--- src/rtl/loader_pkg.sv ---
package loader_pkg;

  typedef enum logic [2:0] {
    LD_IDLE    = 3'd0,
    LD_SELECT  = 3'd1,
    LD_RD_ADDR = 3'd2,
    LD_RD_DATA = 3'd3,
    LD_WRITE   = 3'd4,
    LD_DONE    = 3'd5
  } ld_state_e;

endpackage

--- src/rtl/loader_rst_sync.sv ---
module loader_rst_sync #(
  parameter int STAGES = 2
) (
  input  logic clk,
  input  logic arst_n,
  output logic rst_n_o
);

  logic [STAGES-1:0] chain_q;

  generate
    if (STAGES == 1) begin : g_single
      always_ff @(posedge clk or negedge arst_n) begin
        if (!arst_n) chain_q <= '0;
        else         chain_q <= 1'b1;
      end
    end else begin : g_multi
      always_ff @(posedge clk or negedge arst_n) begin
        if (!arst_n) chain_q <= '0;
        else         chain_q <= {chain_q[STAGES-2:0], 1'b1};
      end
    end
  endgenerate

  assign rst_n_o = chain_q[STAGES-1];

endmodule

--- src/rtl/loader_fsm.sv ---
module loader_fsm
  import loader_pkg::*;
(
  input  logic      clk,
  input  logic      rst_n,
  input  logic      start,
  input  logic      wr_ack,
  input  logic      rd_ack,
  input  logic      addr_is_end,
  output ld_state_e state
);

  ld_state_e state_q, state_d;

  always_comb begin
    state_d = state_q;
    unique case (state_q)
      LD_IDLE:    if (start)  state_d = LD_SELECT;
      LD_SELECT:  if (wr_ack) state_d = LD_RD_ADDR;
      LD_RD_ADDR: if (rd_ack) state_d = LD_RD_DATA;
      LD_RD_DATA: if (rd_ack) state_d = addr_is_end ? LD_DONE : LD_WRITE;
      LD_WRITE:               state_d = LD_RD_ADDR;
      LD_DONE:                state_d = LD_DONE;
      default:                state_d = LD_IDLE;
    endcase
  end

  always_ff @(posedge clk or negedge rst_n) begin
    if (!rst_n) state_q <= LD_IDLE;
    else        state_q <= state_d;
  end

  assign state = state_q;

  AST_DONE_STICKY: assert property (@(posedge clk) disable iff (!rst_n)
    state_q == LD_DONE |=> state_q == LD_DONE);

  AST_WRITE_ONE_CYCLE: assert property (@(posedge clk) disable iff (!rst_n)
    state_q == LD_WRITE |=> state_q == LD_RD_ADDR);

  AST_SELECT_BEFORE_READ: assert property (@(posedge clk) disable iff (!rst_n)
    (state_q == LD_SELECT && !wr_ack) |=> state_q == LD_SELECT);

endmodule

--- src/rtl/loader_datapath.sv ---
module loader_datapath
  import loader_pkg::*;
#(
  parameter int DATA_W = 34,
  parameter int APP_W  = 2
) (
  input  logic              clk,
  input  logic              rst_n,
  input  ld_state_e         state,
  input  logic              start,
  input  logic              rd_ack,
  input  logic [DATA_W-1:0] rd_data,
  input  logic [APP_W-1:0]  app_sel,
  output logic [APP_W-1:0]  app_q,
  output logic [DATA_W-1:0] addr_q,
  output logic [DATA_W-1:0] data_q,
  output logic [DATA_W-1:0] entry_q,
  output logic              addr_is_end
);

  logic app_en, addr_en, data_en, entry_en;

  assign addr_is_end = &addr_q;

  always_comb begin
    app_en   = (state == LD_IDLE) && start;
    addr_en  = (state == LD_RD_ADDR) && rd_ack;
    data_en  = (state == LD_RD_DATA) && rd_ack && !addr_is_end;
    entry_en = (state == LD_RD_DATA) && rd_ack && addr_is_end;
  end

  always_ff @(posedge clk or negedge rst_n) begin
    if (!rst_n)      app_q <= '0;
    else if (app_en) app_q <= app_sel;
  end

  always_ff @(posedge clk or negedge rst_n) begin
    if (!rst_n)       addr_q <= '0;
    else if (addr_en) addr_q <= rd_data;
  end

  always_ff @(posedge clk or negedge rst_n) begin
    if (!rst_n)       data_q <= '0;
    else if (data_en) data_q <= rd_data;
  end

  always_ff @(posedge clk or negedge rst_n) begin
    if (!rst_n)        entry_q <= '0;
    else if (entry_en) entry_q <= rd_data;
  end

  AST_MARKER_NOT_STORED: assert property (@(posedge clk) disable iff (!rst_n)
    state == LD_WRITE |-> !addr_is_end);

  AST_ADDR_HELD_FOR_DATA: assert property (@(posedge clk) disable iff (!rst_n)
    state == LD_RD_DATA |=> $stable(addr_q));

endmodule

--- src/rtl/pair_loader.sv ---
module pair_loader
  import loader_pkg::*;
#(
  parameter int DATA_W      = 34,
  parameter int IO_AW       = 4,
  parameter int MEM_AW      = 12,
  parameter int APP_W       = 2,
  parameter int SEL_CHAN    = 1,
  parameter int SRC_CHAN    = 1,
  parameter int SYNC_STAGES = 2
) (
  input  logic              clk,
  input  logic              rst_n,
  input  logic              start,
  input  logic [APP_W-1:0]  app_sel,
  output logic              io_rd_req,
  output logic [IO_AW-1:0]  io_rd_chan,
  input  logic              io_rd_ack,
  input  logic [DATA_W-1:0] io_rd_data,
  output logic              io_wr_req,
  output logic [IO_AW-1:0]  io_wr_chan,
  output logic [DATA_W-1:0] io_wr_data,
  input  logic              io_wr_ack,
  output logic              mem_we,
  output logic [MEM_AW-1:0] mem_addr,
  output logic [DATA_W-1:0] mem_wdata,
  output logic              done,
  output logic [DATA_W-1:0] entry_pc
);

  localparam logic [IO_AW-1:0] SEL_CHAN_V = IO_AW'(SEL_CHAN);
  localparam logic [IO_AW-1:0] SRC_CHAN_V = IO_AW'(SRC_CHAN);
  localparam int               PAD_W      = DATA_W - APP_W;

  logic              rst_sync_n;
  ld_state_e         state;
  logic [APP_W-1:0]  app_q;
  logic [DATA_W-1:0] addr_q, data_q, entry_q;
  logic              addr_is_end;

  loader_rst_sync #(.STAGES(SYNC_STAGES)) u_rst (
    .clk     (clk),
    .arst_n  (rst_n),
    .rst_n_o (rst_sync_n)
  );

  loader_fsm u_fsm (
    .clk         (clk),
    .rst_n       (rst_sync_n),
    .start       (start),
    .wr_ack      (io_wr_ack),
    .rd_ack      (io_rd_ack),
    .addr_is_end (addr_is_end),
    .state       (state)
  );

  loader_datapath #(.DATA_W(DATA_W), .APP_W(APP_W)) u_dp (
    .clk         (clk),
    .rst_n       (rst_sync_n),
    .state       (state),
    .start       (start),
    .rd_ack      (io_rd_ack),
    .rd_data     (io_rd_data),
    .app_sel     (app_sel),
    .app_q       (app_q),
    .addr_q      (addr_q),
    .data_q      (data_q),
    .entry_q     (entry_q),
    .addr_is_end (addr_is_end)
  );

  always_comb begin
    io_rd_req  = (state == LD_RD_ADDR) || (state == LD_RD_DATA);
    io_wr_req  = (state == LD_SELECT);
    mem_we     = (state == LD_WRITE);
    done       = (state == LD_DONE);
    io_rd_chan = SRC_CHAN_V;
    io_wr_chan = SEL_CHAN_V;
    io_wr_data = {{PAD_W{1'b0}}, app_q};
    mem_addr   = addr_q[MEM_AW-1:0];
    mem_wdata  = data_q;
    entry_pc   = entry_q;
  end

  AST_NO_DUAL_REQ: assert property (@(posedge clk) disable iff (!rst_sync_n)
    !(io_rd_req && io_wr_req));

  AST_RD_REQ_HELD: assert property (@(posedge clk) disable iff (!rst_sync_n)
    (io_rd_req && !io_rd_ack) |=> io_rd_req);

  AST_WR_REQ_HELD: assert property (@(posedge clk) disable iff (!rst_sync_n)
    (io_wr_req && !io_wr_ack) |=> io_wr_req);

  AST_WE_AFTER_ACK: assert property (@(posedge clk) disable iff (!rst_sync_n)
    mem_we |-> $past(io_rd_ack));

  AST_ENTRY_FROZEN: assert property (@(posedge clk) disable iff (!rst_sync_n)
    done |=> (done && $stable(entry_pc) && !mem_we && !io_rd_req));

endmodule

--- config.mk ---
export PLATFORM = sky130hd
export DESIGN_NAME = pair_loader
export DESIGN_NICKNAME = d
export VERILOG_FILES = /design/src/rtl/loader_pkg.sv /design/src/rtl/loader_rst_sync.sv /design/src/rtl/loader_fsm.sv /design/src/rtl/loader_datapath.sv /design/src/rtl/pair_loader.sv
export SDC_FILE = /design/constraint.sdc
export NUM_CORES = 1
export LEC_CHECK = 0
export ABC_AREA = 1
export BUFFER_PORTS_ARGS = -buffer_cell sky130_fd_sc_hd__buf_2
export CAP_MARGIN = 30
export CORE_MARGIN = 3
export CORE_UTILIZATION = 52
export CTS_BUF_LIST = sky130_fd_sc_hd__clkbuf_8
export DETAILED_ROUTE_END_ITERATION = 10
export PLACE_DENSITY_LB_ADDON = 0.12
export SETUP_SLACK_MARGIN = 0.1
export SYNTH_ARGS = -nofsm -noshare
export SYNTH_HDL_FRONTEND = slang
export SYNTH_SLANG_ARGS = --single-unit
--- constraint.sdc ---
create_clock -name clk -period 4.2 [get_ports clk]
set_input_delay 0.21 -clock clk [delete_from_list [all_inputs] [get_ports clk]]
set_output_delay 0.21 -clock clk [all_outputs]
set_load 0.02 [all_outputs]
==> results by group, run 1 <==
Clock network
  – Post-CTS resize count: 0
  – Clock Sinks: 109
  – Post-CTS Setup Bufs: 0
  – Clock root buffer: clkbuf_8
  – Max Root-Sink Buffers: 2
  – CTS tree: done
  – Post-CTS Hold Fix Bufs: 1
  – Worst skew pair latency: 370 ps
  – Depth of the CTS H-tree: 3
  – Reg clk slew, reported paths: 110 ps
  – Num CTS Buffers: 9

Setup path
  – Reg-to-reg startpoint: u_fsm.state[2]$_DFFE_PN0P_
  – Startpoint types: flip-flop
  – Critical-path top delay cell: nor2_8
  – R2R setup slack: 1720 ps
  – CP required: 4460 ps
  – Most common cell on crit path: nand2_1
  – Critical Path Sink Type: flip-flop
  – Arr. time, crit path: 2740 ps
  – CP Max Fanout: 70
  – Worst-path cell chain: inv_1 > nand2_2 > nor2_8 > nand4_4 > nand2_1 > nand2_1
  – CP Depth: 6
  – Crit Reg-Reg Endpoint: u_dp.entry_q[24]$_DFFE_PN0P_
  – Kind of critical path: reg -> reg
  – Reg2reg path depth: 6
  – Max stage delay on crit path: 710 ps
  – Worst path bufs/invs: 1
  – Top delay family on crit path: simple AND/OR/NAND/NOR gates

Place
  – GP Congestion: 0.789
  – Number of port buffers: 126
  – Pre-CTS WS: 1740 ps
  – Detail Placement HPWL: 7.12 mm

Route
  – DR vias/cell: 4.87
  – Detailed-route DRC error count: 0
  – Post-DRT Antenna Nets: 0
  – DR WL/cell: 14.5 µm
  – Final wirelength: 10.5 mm
  – TritonRoute pass-1 iters: 4
  – DRT iter0 DRCs: 164
  – Vias after detailed routing: 3,533

Min path
  – Hold Path Sink: u_dp.app_q[0]$_DFFE_PN0P_
  – Hold_sp: app_sel[0]
  – Hold Path Depth: 2
  – Hold Path Class: in -> reg

Outcome
  – Outcome: finished clean

Finish
  – Antenna cells: 0
  – Fin nets: 635
  – Fin util: 61.5%
  – Area grow syn2layout: 11.6%
  – Share of post-route cells with drive strength above 1: 32.1%

Timing
  – Final WS setup: 1720 ps
  – Max-Slew Margin vs Limit: 35.4%
  – Worst Skew: 13.8 ps
  – Tmin final: 2480 ps
  – Fmax: 403 MHz
  – Hold Vio Cnt, Final: 0
  – Total negative slack: 0 ps
  – Final worst-path cycle share: 59.0%
  – RSZ-0062 raised after global routing: false
  – Final setup viols: 0
  – Worst slew pin tran: 969 ps
  – Final Max Tran Viols: 0

Synthesis
  – Synthesized instance count: 490
  – Main synth FF type: dfrtp_1
  – Avg Cell Area, Syn: 10.1 µm²
  – Sequential share of the synthesized area: 55.1%
  – Post-synth EDFFs: 0
  – Number of synthesized register bits: 109
  – Yosys warns: 0
  – Synth Cell Area: 0.00495 mm²
  – Synth cell types: 26
  – Ys async rst share: 100%

Global route
  – GRT Total Usage: 20.0%
  – Largest net degree at the start of global routing: 71
  – Global-route wire length before repair: 17.8 mm
  – Number of global-route vias before repair: 3,605
  – Initial antenna violation count: 0
  – Gr ovfl total: 0

Power and ir drop
  – Pleak: 3.11 nW
  – Worst vdd ir: 0.000566 V
  – Power per Cell Area: 635 mW/mm²

Floorplan
  – Num rows: 34
  – Initial core utilization: 55.1%
  – Die height: 104 µm
  – Die Area: 0.0107 mm²
  – Die W: 104 µm
  – CORE AREA: 0.00898 mm²
  – I/O pin count: 167

Job
  – Max cap viols: 0
## cells in the mapped netlist (2+ instances only)
library cell  instances  area share [%]
dfrtp_1             109              55
buf_4                54             8.2
nand2_2               3            0.38
inv_1                 7            0.53
nand3_1              69             7.0
nor2_1               10            0.76
nor2_8                2            0.81
buf_6                12             2.7
nor2_4                2            0.46
nand2_1             161              12
nor3_1                3            0.30
buf_2                 7            0.71
conb_1                2            0.15
nand4_1               2            0.25
mux2_2               36             8.2
## power by group
group / internal, mW / switching [mW]
registers: 1.39 / 0.207
logic: 0.473 / 0.777
clock network: 0.297 / 0.358
total: 2.16 / 1.34
## worst reg2reg max path: cells and delay by family (launching register included)
family / cells / cell delay [ps]
buffers and inverters: 1 / 160
AND/OR/NAND/NOR: 5 / 1780
flip-flops: 1 / 440
## final cells by class
type                    count  area [µm²]
fillers                   799        3450
well taps                 126         158
repair buffers            128         648
clock buffers              10         138
multi-input cells         338        1750
clock inverters             6        68.8
flip-flops and latches    109        2730
inverters                   8        30.0
## sequential cells by signal, summed over array words and instances (netlist names)
name,flops
u_dp.data_q,34
u_fsm.state,3
u_dp.addr_q,34
u_rst.chain_q,2
u_dp.app_q,2
u_dp.entry_q,34
## metrics by stage
stage	std cells	hold WS, ps	cell area [µm²]	power [mW]
final	725	62.9	5520	3.50
after global routing	725	57.2	5520	3.75
after CTS	725	51.1	5520	3.54
after detailed placement	708	-2.09	5310	2.88
after global placement	708	-5.69	5310	2.84
after floorplan	529	-85.6	5090	2.62
## cells in the final DEF (no fill, tap or decap), drive strengths merged
| cell type | instances |
|---|---|
| xor2 | 1 |
| a21oi | 1 |
| o21ai | 1 |
| clkinv | 3 |
| nand2 | 165 |
| clkbuf | 10 |
| clkinvlp | 1 |
| mux2 | 36 |
| o21a | 1 |
| conb | 41 |
| nor3 | 4 |
| bufinv | 1 |
| nand3 | 70 |
| nor2 | 15 |
| inv | 9 |
| dfrtp | 109 |
| dlygate4sd3 | 1 |
| buf | 127 |
| nand4 | 3 |
## routing by layer
| metal | wire [µm] | track usage [%] | share of wire, % | vias to the layer above |
|---|---|---|---|---|
| met5 | 0 | 0 | 0 | - |
| met4 | 167 | 6.65 | 1.6 | 0 |
| met3 | 736 | 4.60 | 7.0 | 15 |
| met2 | 4980 | 32.9 | 47 | 130 |
| met1 | 4650 | 26.4 | 44 | 1694 |
| li1 | - | - | - | 1694 |
## logic make-up after synthesis
kind of cell / count (synthesis) / share of synthesized area, %
mux: 36 / 8.19
xor+xnor: 1 / 0.177
compound gates: 3 / 0.354
buf+inv: 82 / 12.5
other cells: 2 / 0.152
flops: 109 / 55.1
simple gates: 257 / 23.5
## worst max path at each step
stage / start / end / slack (ps)
2_1_floorplan: u_rst.chain_q[1]$_DFF_PN0_ / u_dp.addr_q[0]$_DFFE_PN0P_ / 940
3_3_place_gp: u_fsm.state[2]$_DFFE_PN0P_ / u_dp.entry_q[3]$_DFFE_PN0P_ / 1810
3_5_place_dp: u_fsm.state[2]$_DFFE_PN0P_ / u_dp.entry_q[24]$_DFFE_PN0P_ / 1740
4_1_cts: u_fsm.state[2]$_DFFE_PN0P_ / u_dp.entry_q[26]$_DFFE_PN0P_ / 1730
5_1_grt: u_fsm.state[2]$_DFFE_PN0P_ / u_dp.entry_q[23]$_DFFE_PN0P_ / 1470
6_report: u_fsm.state[2]$_DFFE_PN0P_ / u_dp.entry_q[24]$_DFFE_PN0P_ / 1720
(Power assumes the default switching activity.)
==> run 2: changes to the inputs <==
--- a/config.mk
+++ b/config.mk
@@ -9,7 +9,7 @@
 export BUFFER_PORTS_ARGS = -buffer_cell sky130_fd_sc_hd__buf_2
 export CAP_MARGIN = 30
 export CORE_MARGIN = 3
-export CORE_UTILIZATION = 52
+export CORE_UTILIZATION = 47
 export CTS_BUF_LIST = sky130_fd_sc_hd__clkbuf_8
 export DETAILED_ROUTE_END_ITERATION = 10
 export PLACE_DENSITY_LB_ADDON = 0.12
==> constraint.sdc (replaced) <==
create_clock -name clk -period 2 [get_ports clk]
set_input_delay 0.1 -clock clk [delete_from_list [all_inputs] [get_ports clk]]
set_output_delay 0.1 -clock clk [all_outputs]
set_load 0.02 [all_outputs]
==> results by group, run 2 (same netlist as run 1, synthesis figures left out) <==
Power and ir drop
  – Pleak: 3.30 nW (was 3.11 nW)
  – Worst vdd ir: 0.000747 V (was 0.000566 V)
  – Power per Cell Area: 1230 mW/mm² (was 635 mW/mm²)
  – Switching power total: 2.82 mW (was 1.34 mW)
  – Logic gate share of total power: 37.5% (was 35.7%)
  – Sequential share of power: 45.9% (was 45.6%)
  – Clock share of power: 16.6% (was 18.7%)
  – Internal power: 4.52 mW (was 2.16 mW)
  – Switching share of power: 38.5% (was 38.3%)

Clock network
  – Post-CTS Setup Bufs: 0 (unchanged)
  – CTS tree: done (unchanged)
  – Clock Sinks: 109 (unchanged)
  – Worst skew pair latency: 360 ps (was 370 ps)
  – Num CTS Buffers: 9 (unchanged)
  – Reg clk slew, reported paths: 100 ps (was 110 ps)
  – Depth of the CTS H-tree: 3 (unchanged)
  – Clock root buffer: clkbuf_8 (unchanged)
  – Max Root-Sink Buffers: 2 (unchanged)

Timing
  – Hold Vio Cnt, Final: 0 (unchanged)
  – Fmax: 563 MHz (was 403 MHz)
  – Worst slew pin tran: 591 ps (was 969 ps)
  – RSZ-0062 raised after global routing: true (was false)
  – Worst Skew: 8.93 ps (was 13.8 ps)
  – Tmin final: 1780 ps (was 2480 ps)
  – Final worst-path cycle share: 88.8% (was 59.0%)
  – Hold_ws: 30.1 ps (was 62.9 ps)
  – Max-Slew Margin vs Limit: 60.6% (was 35.4%)
  – Total negative slack: 0 ps (unchanged)
  – Final Max Tran Viols: 0 (unchanged)
  – Final setup viols: 0 (unchanged)

Global route
  – GRT Total Usage: 19.5% (was 20.0%)
  – Gr ovfl total: 0 (unchanged)
  – Largest net degree at the start of global routing: 70 (was 71)
  – Initial antenna violation count: 0 (unchanged)
  – Number of global-route vias before repair: 3,639 (was 3,605)
  – Global-route wire length before repair: 18.0 mm (was 17.8 mm)

Min path
  – Hold Path Class: in -> reg (unchanged)
  – Hold Path Depth: 2 (unchanged)
  – Hold_sp: io_rd_data[5] (was app_sel[0])
  – Hold Path Sink: u_dp.addr_q[5]$_DFFE_PN0P_ (was u_dp.app_q[0]$_DFFE_PN0P_)

Floorplan
  – Die W: 109 µm (was 104 µm)
  – I/O pin count: 167 (unchanged)
  – Num rows: 36 (was 34)
  – Initial core utilization: 49.5% (was 55.1%)
  – Die Area: 0.0118 mm² (was 0.0107 mm²)
  – Die height: 109 µm (was 104 µm)
  – CORE AREA: 0.0100 mm² (was 0.00898 mm²)

Route
  – Vias after detailed routing: 3,728 (was 3,533)
  – Final wirelength: 11.4 mm (was 10.5 mm)
  – Detailed-route DRC error count: 0 (unchanged)
  – DR vias/cell: 4.82 (was 4.87)
  – DRT iter0 DRCs: 131 (was 164)
  – DR WL/cell: 14.7 µm (was 14.5 µm)
  – Post-DRT Antenna Nets: 0 (unchanged)
  – TritonRoute pass-1 iters: 4 (unchanged)

Setup path
  – CP Max Fanout: 17 (was 70)
  – Critical Path Sink Type: flip-flop (unchanged)
  – Startpoint types: flip-flop (unchanged)
  – Top delay family on crit path: simple AND/OR/NAND/NOR gates (unchanged)
  – Critical-path top delay cell: nor2_4 (was nor2_8)
  – Max stage delay on crit path: 450 ps (was 710 ps)
  – CP required: 2300 ps (was 4460 ps)
  – Reg-to-reg startpoint: u_dp.addr_q[8]$_DFFE_PN0P_ (was u_fsm.state[2]$_DFFE_PN0P_)
  – Most common cell on crit path: nand2_1 (unchanged)
  – Worst-path cell chain: nand2_1 > nor2_1 > nand2_1 > nor2_4 > nand2_2 > nor2_4 > nand3_1 > nand2_1 (was inv_1 > nand2_2 > nor2_8 > nand4_4 > nand2_1 > nand2_1)
  – Kind of critical path: reg -> reg (unchanged)
  – Crit Reg-Reg Endpoint: u_dp.entry_q[4]$_DFFE_PN0P_ (was u_dp.entry_q[24]$_DFFE_PN0P_)
  – R2R setup slack: 220 ps (was 1720 ps)
  – Reg2reg path depth: 8 (was 6)
  – Arr. time, crit path: 2080 ps (was 2740 ps)
  – Worst path bufs/invs: 0 (was 1)

Finish
  – Design Area, Final: 0.00597 mm² (was 0.00552 mm²)
  – Area grow syn2layout: 20.7% (was 11.6%)
  – Share of post-route cells with drive strength above 1: 30.9% (was 32.1%)
  – Antenna cells: 0 (unchanged)
  – Commonest non-fill, non-tap cell in the layout: nand2_1 (unchanged)
  – Most frequent cells in the layout: nand2_1 (161), buf_2 (126), dfrtp_1 (108) (unchanged)
  – Fin nets: 678 (was 635)
  – Biggest regs: u_dp.addr_q (34), u_dp.data_q (34), u_dp.entry_q (34) (unchanged)

Outcome
  – Outcome: finished clean (unchanged)

Place
  – Dpl cell area: 0.00542 mm² (was 0.00531 mm²)
  – Number of port buffers: 126 (unchanged)
  – Detail Placement HPWL: 7.46 mm (was 7.12 mm)
  – GP Congestion: 0.787 (was 0.789)

Job
  – Max cap viols: 0 (unchanged)
run 2: final cells by class:
class | count | area (µm²)
Clock buffer | 11 | 151
Clock inverter | 4 | 25.0
Fill cell | 859 | 4030
Inverter | 8 | 30.0
Multi-Input combinational cell | 339 | 1770
Sequential cell | 109 | 2730
Tap cell | 133 | 166
Timing Repair Buffer | 170 | 1100
run 2: how the worst max path moves through the flow:
stage / startpoint / end / slack (ps) / cells after the start
final: u_dp.addr_q[8]$_DFFE_PN0P_ / u_dp.entry_q[4]$_DFFE_PN0P_ / 220 / 8
after detailed placement: u_fsm.state[2]$_DFFE_PN0P_ / u_dp.data_q[3]$_DFFE_PN0P_ / 240 / 7
after global routing: u_dp.addr_q[10]$_DFFE_PN0P_ / u_dp.entry_q[11]$_DFFE_PN0P_ / 80 / 8
after floorplan: u_rst.chain_q[1]$_DFF_PN0_ / u_dp.addr_q[0]$_DFFE_PN0P_ / 180 / 0
after CTS: u_fsm.state[2]$_DFFE_PN0P_ / u_dp.data_q[3]$_DFFE_PN0P_ / 220 / 7
after global placement: u_dp.addr_q[7]$_DFFE_PN0P_ / u_dp.entry_q[5]$_DFFE_PN0P_ / 250 / 8
run 2: timing repair:
action / CTS / global route
endpoints found under the hold margin: 90 / 0
resized for setup: 0 / 1
hold buffers: 36 / 0
endpoints found under the setup margin: 0 / 30
run 2: layer usage:
| metal | vias up | share of wire (%) | GRT usage (%) |
|---|---|---|---|
| li1 | 1780 | - | - |
| met1 | 1798 | 43 | 25.9 |
| met2 | 134 | 48 | 32.0 |
| met3 | 16 | 6.8 | 4.38 |
| met4 | 0 | 1.7 | 5.95 |
| met5 | - | 0 | 0 |
run 2: per-stage QoR:
stage,util [%],instances,power [mW],worst slack (ps)
finish,59.7,774,7.34,224
global route,59.7,774,7.88,82.6
CTS,59.5,773,7.42,224
detailed placement,54.2,722,6.14,237
global placement,54.2,722,6.05,249
floorplan,-,529,5.50,175
run 2: power groups by stage:
stage / sequential [mW] / clock (mW) / combinational, mW
floorplan: 3.74 / 0 / 1.75
global placement: 3.40 / 0 / 2.66
detailed placement: 3.42 / 0 / 2.72
CTS: 3.37 / 1.27 / 2.78
global route: 3.47 / 1.38 / 3.03
finish: 3.37 / 1.22 / 2.76
